$ cat src/rtl/bpv_pkg.sv
package bpv_pkg;
  localparam int unsigned MAX_BP = 16;
  localparam int unsigned IDX_W  = $clog2(MAX_BP);
  localparam int unsigned DW     = 32;

  typedef struct packed {
    logic             claim;  // address hits a value-register word
    logic             open;   // power and lock conditions pass
    logic             impl;   // index below NUM_BP
    logic             hi;     // upper word selected
    logic [IDX_W-1:0] idx;
  } acc_t;
endpackage

$ cat src/rtl/bpv_decode.sv
module bpv_decode
  import bpv_pkg::*;
#(
  parameter int unsigned      ADDR_W = 12,
  parameter logic [ADDR_W-1:0] BASE  = 12'h400,
  parameter int unsigned      NUM_BP = 16
) (
  input  logic [ADDR_W-1:0] addr_i,
  input  logic              core_pwr_i,
  input  logic              dlock_i,
  input  logic              oslock_i,
  input  logic              dbg_en_i,
  output acc_t              acc_o
);
  localparam int unsigned WIN_LSB = IDX_W + 4;  // 16 bytes per slot
  localparam logic [ADDR_W-WIN_LSB-1:0] BASE_TAG = BASE[ADDR_W-1:WIN_LSB];
  localparam logic [IDX_W:0] NUM_L = (IDX_W+1)'(NUM_BP);

  logic [IDX_W-1:0] idx;
  logic             unused_base;

  assign idx         = addr_i[WIN_LSB-1:4];
  assign unused_base = ^BASE[WIN_LSB-1:0];

  always_comb begin
    acc_o       = '0;
    acc_o.claim = (addr_i[ADDR_W-1:WIN_LSB] == BASE_TAG) && !addr_i[3] && (addr_i[1:0] == 2'b00);
    acc_o.open  = core_pwr_i && !dlock_i && !oslock_i && dbg_en_i;
    acc_o.impl  = ({1'b0, idx} < NUM_L);
    acc_o.hi    = addr_i[2];
    acc_o.idx   = idx;
  end
endmodule

$ cat src/rtl/bpv_slot.sv
module bpv_slot
  import bpv_pkg::*;
#(
  parameter int unsigned VA_MSB   = 52,
  parameter bit          KEEP_EXT = 1'b1
) (
  input  logic          clk_i,
  input  logic          rst_ni,
  input  logic          wr_lo_i,
  input  logic          wr_hi_i,
  input  logic [DW-1:0] wdata_i,
  output logic [DW-1:0] rd_lo_o,
  output logic [DW-1:0] rd_hi_o
);
  localparam int unsigned HI_W  = VA_MSB - DW + 1;
  localparam int unsigned EXT_W = DW - HI_W;

  logic [DW-3:0] lo_q;
  logic          unused_lo;

  assign unused_lo = ^wdata_i[1:0];

  always_ff @(posedge clk_i or negedge rst_ni) begin
    if (!rst_ni)      lo_q <= '0;
    else if (wr_lo_i) lo_q <= wdata_i[DW-1:2];
  end

  assign rd_lo_o = {lo_q, 2'b00};

  if (KEEP_EXT) begin : g_stored_ext
    logic [DW-1:0] hi_q;
    always_ff @(posedge clk_i or negedge rst_ni) begin
      if (!rst_ni)      hi_q <= '0;
      else if (wr_hi_i) hi_q <= wdata_i;
    end
    assign rd_hi_o = hi_q;
  end else begin : g_mirror_ext
    logic [HI_W-1:0] hi_q;
    logic            unused_ext;
    assign unused_ext = ^wdata_i[DW-1:HI_W];
    always_ff @(posedge clk_i or negedge rst_ni) begin
      if (!rst_ni)      hi_q <= '0;
      else if (wr_hi_i) hi_q <= wdata_i[HI_W-1:0];
    end
    assign rd_hi_o = {{EXT_W{hi_q[HI_W-1]}}, hi_q};
  end
endmodule

$ cat src/rtl/bpv_rdmux.sv
module bpv_rdmux
  import bpv_pkg::*;
#(
  parameter int unsigned NUM_BP = 16
) (
  input  logic [NUM_BP-1:0][DW-1:0] lo_i,
  input  logic [NUM_BP-1:0][DW-1:0] hi_i,
  input  logic                      en_i,
  input  logic                      hi_sel_i,
  input  logic [IDX_W-1:0]          idx_i,
  output logic [DW-1:0]             rdata_o
);
  always_comb begin
    rdata_o = '0;
    for (int n = 0; n < NUM_BP; n++) begin
      if (en_i && idx_i == IDX_W'(n)) rdata_o = hi_sel_i ? hi_i[n] : lo_i[n];
    end
  end
endmodule

$ cat src/rtl/dbg_bkpt_bank.sv
module dbg_bkpt_bank
  import bpv_pkg::*;
#(
  parameter int unsigned       ADDR_W   = 12,
  parameter logic [ADDR_W-1:0] BASE     = 12'h400,
  parameter int unsigned       NUM_BP   = 16,
  parameter int unsigned       VA_MSB   = 52,
  parameter bit                KEEP_EXT = 1'b1
) (
  input  logic              clk_i,
  input  logic              rst_ni,
  input  logic              req_i,
  input  logic              wr_i,
  input  logic [ADDR_W-1:0] addr_i,
  input  logic [DW-1:0]     wdata_i,
  input  logic              core_pwr_i,
  input  logic              dlock_i,
  input  logic              oslock_i,
  input  logic              dbg_en_i,
  input  logic              sw_lock_i,
  output logic [DW-1:0]     rdata_o,
  output logic              err_o
);
  acc_t                      acc;
  logic                      wr_hit;
  logic                      rd_hit;
  logic [NUM_BP-1:0]         wr_lo;
  logic [NUM_BP-1:0]         wr_hi;
  logic [NUM_BP-1:0][DW-1:0] slot_lo;
  logic [NUM_BP-1:0][DW-1:0] slot_hi;

  bpv_decode #(
    .ADDR_W(ADDR_W),
    .BASE  (BASE),
    .NUM_BP(NUM_BP)
  ) decode_i (
    .addr_i    (addr_i),
    .core_pwr_i(core_pwr_i),
    .dlock_i   (dlock_i),
    .oslock_i  (oslock_i),
    .dbg_en_i  (dbg_en_i),
    .acc_o     (acc)
  );

  assign wr_hit = req_i && wr_i && acc.claim && acc.open && acc.impl && !sw_lock_i;
  assign rd_hit = req_i && !wr_i && acc.claim && acc.open && acc.impl;
  assign err_o  = req_i && acc.claim && !acc.open;

  for (genvar n = 0; n < NUM_BP; n++) begin : g_slot
    assign wr_lo[n] = wr_hit && !acc.hi && (acc.idx == IDX_W'(n));
    assign wr_hi[n] = wr_hit &&  acc.hi && (acc.idx == IDX_W'(n));

    bpv_slot #(
      .VA_MSB  (VA_MSB),
      .KEEP_EXT(KEEP_EXT)
    ) slot_i (
      .clk_i  (clk_i),
      .rst_ni (rst_ni),
      .wr_lo_i(wr_lo[n]),
      .wr_hi_i(wr_hi[n]),
      .wdata_i(wdata_i),
      .rd_lo_o(slot_lo[n]),
      .rd_hi_o(slot_hi[n])
    );
  end

  bpv_rdmux #(
    .NUM_BP(NUM_BP)
  ) rdmux_i (
    .lo_i    (slot_lo),
    .hi_i    (slot_hi),
    .en_i    (rd_hit),
    .hi_sel_i(acc.hi),
    .idx_i   (acc.idx),
    .rdata_o (rdata_o)
  );
endmodule

$ cat config.mk
export PLATFORM = sky130hd
export DESIGN_NAME = dbg_bkpt_bank
export DESIGN_NICKNAME = d
export VERILOG_FILES = /design/src/rtl/bpv_pkg.sv /design/src/rtl/bpv_decode.sv /design/src/rtl/bpv_slot.sv /design/src/rtl/bpv_rdmux.sv /design/src/rtl/dbg_bkpt_bank.sv
export SDC_FILE = /design/constraint.sdc
export NUM_CORES = 1
export LEC_CHECK = 0
export BUFFER_PORTS_ARGS = -buffer_cell sky130_fd_sc_hd__buf_4
export CAP_MARGIN = 20
export CELL_PAD_IN_SITES_DETAIL_PLACEMENT = 1
export CELL_PAD_IN_SITES_GLOBAL_PLACEMENT = 2
export CORE_ASPECT_RATIO = 1.5
export CORE_MARGIN = 5
export CORE_UTILIZATION = 41
export CTS_CLUSTER_DIAMETER = 40
export CTS_CLUSTER_SIZE = 8
export DETAILED_ROUTE_END_ITERATION = 16
export PLACE_DENSITY = 0.74
export SLEW_MARGIN = 20
export SYNTH_ARGS = -nofsm -noshare
export SYNTH_HDL_FRONTEND = slang
export SYNTH_SLANG_ARGS = --single-unit
$ cat constraint.sdc
create_clock -name clk_i -period 3.75 [get_ports clk_i]
set_input_delay 0.75 -clock clk_i [delete_from_list [all_inputs] [get_ports clk_i]]
set_output_delay 0.75 -clock clk_i [all_outputs]
set_load 0.03 [all_outputs]
==> results of run 1 <==
## area by class of cell
cell class / instances / area (µm²)
well taps: 1453 / 1820
fillers: 10900 / 54900
clock inverters: 23 / 297
diodes: 1 / 2.50
flip-flops and latches: 992 / 24800
multi-input cells: 2159 / 21500
inverters: 4 / 15.0
clock buffers: 179 / 4070
repair buffers: 488 / 5340
## synthesized netlist by cell type (29+ instances only)
library cell	number
mux2_1	231
dfrtp_1	992
a22oi_1	79
a21oi_1	51
buf_2	124
a221oi_1	32
nand4_1	29
mux2i_1	477
mux2_2	763
buf_1	30
o22ai_1	116
o21ai_0	30
nor4_1	30
nor2_1	100
nand2_1	103
clkbuf_1	173
## state kept, by name, summed over array words and instances (netlist names)
name                   cells
g_slot.slot_i.lo_q       480
g_slot.slot_i.rd_hi_o    512
## what timing repair did
item / 4_1_cts / 5_1_grt
buffers inserted: 27 / 29
hold buffers: 1 / 0
pin swaps: 48 / 81
gates resized for setup: 166 / 136
setup endpoints to repair: 31 / 32
cloned: 6 / 11
endpoints found under the hold margin: 1 / 0
## path summary, 6_finish.rpt
check	start	endpoint	slack, ps	cells past startpoint
worst max-delay path	addr_i[6]	rdata_o[14]	-190	13
worst min-delay path	wdata_i[0]	g_slot[2].slot_i.rd_hi_o[0]	370	2
worst max register to register	g_slot[8].slot_i.rd_hi_o[9]	g_slot[8].slot_i.rd_hi_o[9]	2890	1
worst min register to register	g_slot[5].slot_i.rd_hi_o[25]	g_slot[5].slot_i.rd_hi_o[25]	490	1
max in group asynchronous	rst_ni	g_slot[2].slot_i.rd_hi_o[7]	2040	3
min in group asynchronous	rst_ni	g_slot[1].slot_i.lo_q[23]	600	2
## metrics by stage
step	total power, µW	hold slack, ps	instance area [µm²]	utilization, %
3_3_place_gp	11900	469	51200	45.4
6_report	24300	367	57900	51.3
3_5_place_dp	11900	481	51200	45.4
5_1_grt	25100	349	57900	51.3
4_1_cts	24600	301	56800	50.3
2_1_floorplan	11300	454	46500	-
## layer usage
metal,vias up,part of all wire [%],GRT usage [%]
li1,13400,-,-
met2,866,52,46.6
met5,-,0.0080,0
met3,441,4.1,4.39
met4,2,6.2,13.7
met1,17000,38,30.4
## power by group
part | switching [µW] | total [µW] | leakage (µW) | internal (µW)
combinational | 698 | 1030 | 0.0130 | 327
clock | 4930 | 12600 | 0.00213 | 7650
sequential | 0.565 | 10700 | 0.0139 | 10700
## cell families (layout without fill, tap and decap cells)
logic type | count (synthesis) | in the layout | share of synthesized area [%]
mux | 1473 | 1473 | 34.5
buf+inv | 340 | 694 | 3.16
compound gates | 378 | 378 | 5.52
other cells | 0 | 1 | 0
simple gates | 307 | 308 | 3.33
flops | 992 | 992 | 53.5
==> impl_metrics.yaml, run 1 <==
synthesis:
  yosys_warnings: 0
  syn_area_um2: 46400
  postSynthAreaPerCell_um2: 13.3
  synth_area_leaders: "dfrtp_1 53%, mux2_2 19%, mux2i_1 10%, mux2_1 5.6%, o22ai_1 1.6%"
  async_flop_share_pct: 100
  yosysUniqueCellTypes: 61
  synth-edff-count: 0
  synth_fp_nets: 3543
  synth_ff_type: "dfrtp_1"
  synth_cells: 3490
  netlist.area_leader.share_pct: 53.5
  ys_seq_area_share_pct: 53.5
  yosysTopAreaCell: "dfrtp_1"
  yosys_register_bits: 992
outcome:
  status: "finished with violations"
  violations: "negative setup slack"
sta:
  post-route-min-period_ps: 3940
  hold_viol: 0
  period_share_pct: 105
  max_freq_mhz: 254
  tns_ps: -2910
  fin_worst_skew_ps: 0
  maxSlewViolCount: 0
  setup_viol: 29
  worst_slew_margin_rel_pct: 42.1
  max_slew.worst_pin.slew_ps: 868
  rsz0062_at_grt: "yes"
  setup_slack_ps: -187
grt:
  gr-total-overflow: 0
  antenna_found_initial: 2
  grt_pass1_wl_mm: 238
  grt_max_degree: 105
  track_usage_pct: 26.3
  grt_pass1_vias: 36000
power_and_ir_drop:
  vdd_ir_drop_max_mv: 0.449
  powerDensity_nw_per_um2: 421
  leakage_uw: 0.0290
critical_path:
  startpoint_type: "input pin"
  cpPeakStageDelay_ps: 570
  required_ps: 3000
  cp-end-kind: "primary output"
  crit_top_cell: "buf_12"
  path_max_fanout: 6
  cp_top_family: "buffers and inverters"
  arrival_ps: 3190
  crit_chain: "buf_12 -> buf_12 -> buf_8 -> buf_4 -> nor4b_4 -> and2_4 -> buf_12 -> buf_12 -> a22oi_1 -> a21oi_1 -> o31ai_2 -> buf_4 -> buf_6"
  path_buf_inv: 8
  cp_slowest_cell: "nor4b_4"
  crit_type: "in2out"
cells_and_area:
  most-common-layout-cells: "992 x dfrtp_1, 763 x mux2_2, 477 x mux2i_1"
  drive_gt1_share_pct: 43.6
  layout_commonest_cell: "dfrtp_1"
  area.growth.synth_to_final_pct: 24.7
  final_nets: 3849
  stdcell_count: 5299
drt:
  wl_per_cell_um: 30.8
  first_pass_iters: 5
  route.antenna.remaining_nets: 0
  vias_per_cell: 5.99
  vias: 31700
  drt_iter0_drc: 1835
  drc: 0
  wl_mm: 163
die:
  dieArea_um2: 120000
  num_io_pins: 86
  die_h_um: 422
  die_x_um: 285
  coreArea_um2: 113000
  start_util_pct: 41.1
  rows: 151
clocking:
  clock_path_buffers: 3
  htree_num_levels: 4
  insertion_delay_ps: 750
  ctsRootBufferMaster: "clkbuf_16"
  clk_pin_slew_worst_paths_ps: 50
  numClockSinks: 992
  cts-buffers-inserted: 151
  cts_tree: "done"
place:
  dp_hpwl_mm: 100
  routabilityCongestion: 0.893
  dp_cells: 5031
  preCtsSetupSlack_ps: -451
  port_buffers: 85
run:
  maxCapViolations: 0
worst_hold_path:
  min_path_type: "in2reg"
No activity file was read; power rests on OpenSTA's default activity.
==> run 2, diff against run 1 <==
--- a/config.mk
+++ b/config.mk
@@ -15,8 +15,9 @@
 export CTS_CLUSTER_DIAMETER = 40
 export CTS_CLUSTER_SIZE = 8
 export DETAILED_ROUTE_END_ITERATION = 16
-export PLACE_DENSITY = 0.74
+export PLACE_DENSITY = 0.73
 export SLEW_MARGIN = 20
 export SYNTH_ARGS = -nofsm -noshare
 export SYNTH_HDL_FRONTEND = slang
+export SYNTH_HIERARCHICAL = 1
 export SYNTH_SLANG_ARGS = --single-unit
==> constraint.sdc (replaced) <==
create_clock -name clk_i -period 4.6 [get_ports clk_i]
set_input_delay 0.92 -clock clk_i [delete_from_list [all_inputs] [get_ports clk_i]]
set_output_delay 0.92 -clock clk_i [all_outputs]
set_load 0.03 [all_outputs]
==> impl_metrics.yaml, run 2 <==
place:
  dp_hpwl_mm: 105
  port_buffers: 85
  placedInstanceArea_um2: 53900
  routabilityCongestion: 0.811
clocking:
  clk_pin_slew_worst_paths_ps: 50
  ctsRootBufferMaster: "clkbuf_16"
  insertion_delay_ps: 760
  cts-buffers-inserted: 159
  numClockSinks: 992
  clock_path_buffers: 3
  cts_tree: "done"
  htree_num_levels: 4
cells_and_area:
  area.growth.synth_to_final_pct: 21.6
  most-common-layout-cells: "992 x dfrtp_1, 686 x mux2_2, 480 x mux2_4"
  fin_util_pct: 50.0
  drive_gt1_share_pct: 55.0
  final_nets: 3902
  largest_reg_flops: 512
  layout_commonest_cell: "dfrtp_1"
  stdcell_area_um2: 61500
  fillCellCount: 11900
  diodes: 0
power_and_ir_drop:
  powerDensity_nw_per_um2: 336
  p_switching_uw: 4800
  vdd_ir_drop_max_mv: 0.413
  comb_power_share_pct: 3.8
  leakage_uw: 0.0294
  p_sw_share_pct: 23.2
  pwr-share-seq_pct: 42.3
  p_int_uw: 15900
  total_power_uw: 20700
  p_clk_share_pct: 54.0
critical_path:
  cp_slowest_cell: "or4b_4"
  required_ps: 3680
  path_buf_inv: 7
  arrival_ps: 4280
  cp_top_family: "simple AND/OR/NAND/NOR gates"
  rrSetupSlack_ps: 3790
  timing.rr.start: "g_slot[7].slot_i/lo_q[18]"
  crit_chain: "buf_6 -> or4b_4 -> nor4_4 -> nand4_1 -> buf_4 -> nor2_4 -> or3b_4 -> buf_12 -> nor2_4 -> buf_6 -> buf_8 -> buf_12 -> a21oi_4 -> o221ai_2 -> o22ai_2 -> a21oi_2 -> buf_6"
  crit_type: "in2out"
  path_depth: 17
  crit_top_cell: "buf_6"
  r2r-end: "g_slot[7].slot_i/lo_q[18]"
  cp-end-kind: "primary output"
  startpoint_type: "input pin"
  r2r_cells: 1
  cpPeakStageDelay_ps: 530
  path_max_fanout: 7
sta:
  tns_ps: -16160
  max_slew.worst_pin.slew_ps: 1180
  fin_worst_skew_ps: 0
  post-route-min-period_ps: 5200
  setup_viol: 32
  worst_slew_margin_rel_pct: 21.2
  max_freq_mhz: 192
  hold_viol: 0
  period_share_pct: 113
  setup_slack_ps: -601
  rsz0062_at_grt: "yes"
  maxSlewViolCount: 0
  worst_hold_slack_ps: 129
worst_hold_path:
  min_path_type: "in2async"
synthesis:
  synth_cells: 3508
  async_flop_share_pct: 100
  synth_common_cells: "992 x dfrtp_1, 686 x mux2_2, 480 x mux2_4"
  synth_most_common_cell: "dfrtp_1"
  ys_seq_area_share_pct: 49.1
  synth-edff-count: 0
  syn_area_um2: 50600
  synth_ff_type: "dfrtp_1"
  yosys_warnings: 6
  synth_area_leaders: "dfrtp_1 49%, mux2_2 15%, mux2_4 14%, mux2i_1 6.5%, buf_12 1.9%"
  postSynthAreaPerCell_um2: 14.4
  netlist.area_leader.share_pct: 49.1
  yosysUniqueCellTypes: 67
  yosys_register_bits: 992
  yosysTopAreaCell: "dfrtp_1"
grt:
  antenna_found_initial: 0
  track_usage_pct: 24.8
  grt_pass1_vias: 35800
  grt_max_degree: 159
  grt_pass1_wl_mm: 245
  gr-total-overflow: 0
drt:
  vias_per_cell: 5.80
  vias: 32000
  route.antenna.remaining_nets: 0
  wl_mm: 167
  wl_per_cell_um: 30.3
  drc: 0
  drt_iter0_drc: 1670
  first_pass_iters: 5
die:
  num_io_pins: 86
  coreArea_um2: 123000
  die_x_um: 297
  die_h_um: 440
  dieArea_um2: 131000
  start_util_pct: 41.1
  rows: 158
outcome:
  violations: "negative setup slack"
  status: "finished with violations"
run:
  maxCapViolations: 0
## run 2: changes by cell type in the layout (fill, tap and decap cells not counted), sizes merged, moves of 27 or more
| cell | change |
|---|---|
| mux2 | +172 |
| mux2i | -149 |
| nor2 | -85 |
| o21ai | +64 |
| a22oi | -52 |
| nand3 | +35 |
| conb | +33 |
| a221oi | -31 |
| a211oi | +28 |
| nand4 | -27 |
| o221ai | +27 |
| o31ai | -27 |
## run 2: worst max-delay path by stage
stage	start	end	slack, ps
floorplan	addr_i[3]	rdata_o[5]	20
global placement	addr_i[3]	rdata_o[27]	-820
detailed placement	addr_i[3]	rdata_o[27]	-860
CTS	addr_i[3]	rdata_o[3]	-570
global route	addr_i[3]	rdata_o[5]	-730
finish	addr_i[3]	rdata_o[5]	-600
## run 2: stage by stage
stage | setup WS [ps] | std cells
2_1_floorplan | 21.5 | 3524
3_3_place_gp | -817 | 5211
3_5_place_dp | -858 | 5211
4_1_cts | -570 | 5493
5_1_grt | -730 | 5516
6_report | -601 | 5516
## run 2: power groups by stage
stage / logic, µW / registers, µW / clock network [µW]
after floorplan: 291 / 8890 / 0
after global placement: 776 / 8890 / 0
after detailed placement: 781 / 8890 / 0
after CTS: 790 / 8740 / 11400
after global routing: 840 / 8730 / 11800
final: 779 / 8750 / 11200
## run 2: metal layers
metal | GRT usage (%) | share of wire (%)
met1 | 29.2 | 40
met2 | 45.5 | 53
met3 | 3.44 | 3.1
met4 | 10.4 | 4.7
met5 | 0 | 0
## run 2: what timing repair did
item / in CTS / in global routing
pin swaps: 84 / 74
hold buffers: 0 / 0
setup endpoints to repair: 32 / 32
gates resized for setup: 250 / 134
buffers inserted: 50 / 25
cloned: 7 / 3
## run 2: area by class of cell
cell class / count / area, µm² / area share [%]
clock buffer: 193 / 4320 / 7.02
clock inverter: 35 / 482 / 0.783
inverter: 2 / 7.51 / 0.0122
multi-input combinational: 2227 / 25000 / 40.7
sequential: 992 / 24800 / 40.3
tap: 1600 / 2000 / 3.25
timing repair buffer: 467 / 4860 / 7.90
## run 2: cells by family (layout without fill, tap and decap cells)
kind of cell,after synthesis,after routing,synth area share [%]
AOI/OAI and AO/OA,457,457,6.56
buffers and inverters,306,697,5.38
DFF,992,992,49.1
muxes,1500,1500,36.3
other,17,33,0.126
and+or+nand+nor,236,237,2.59
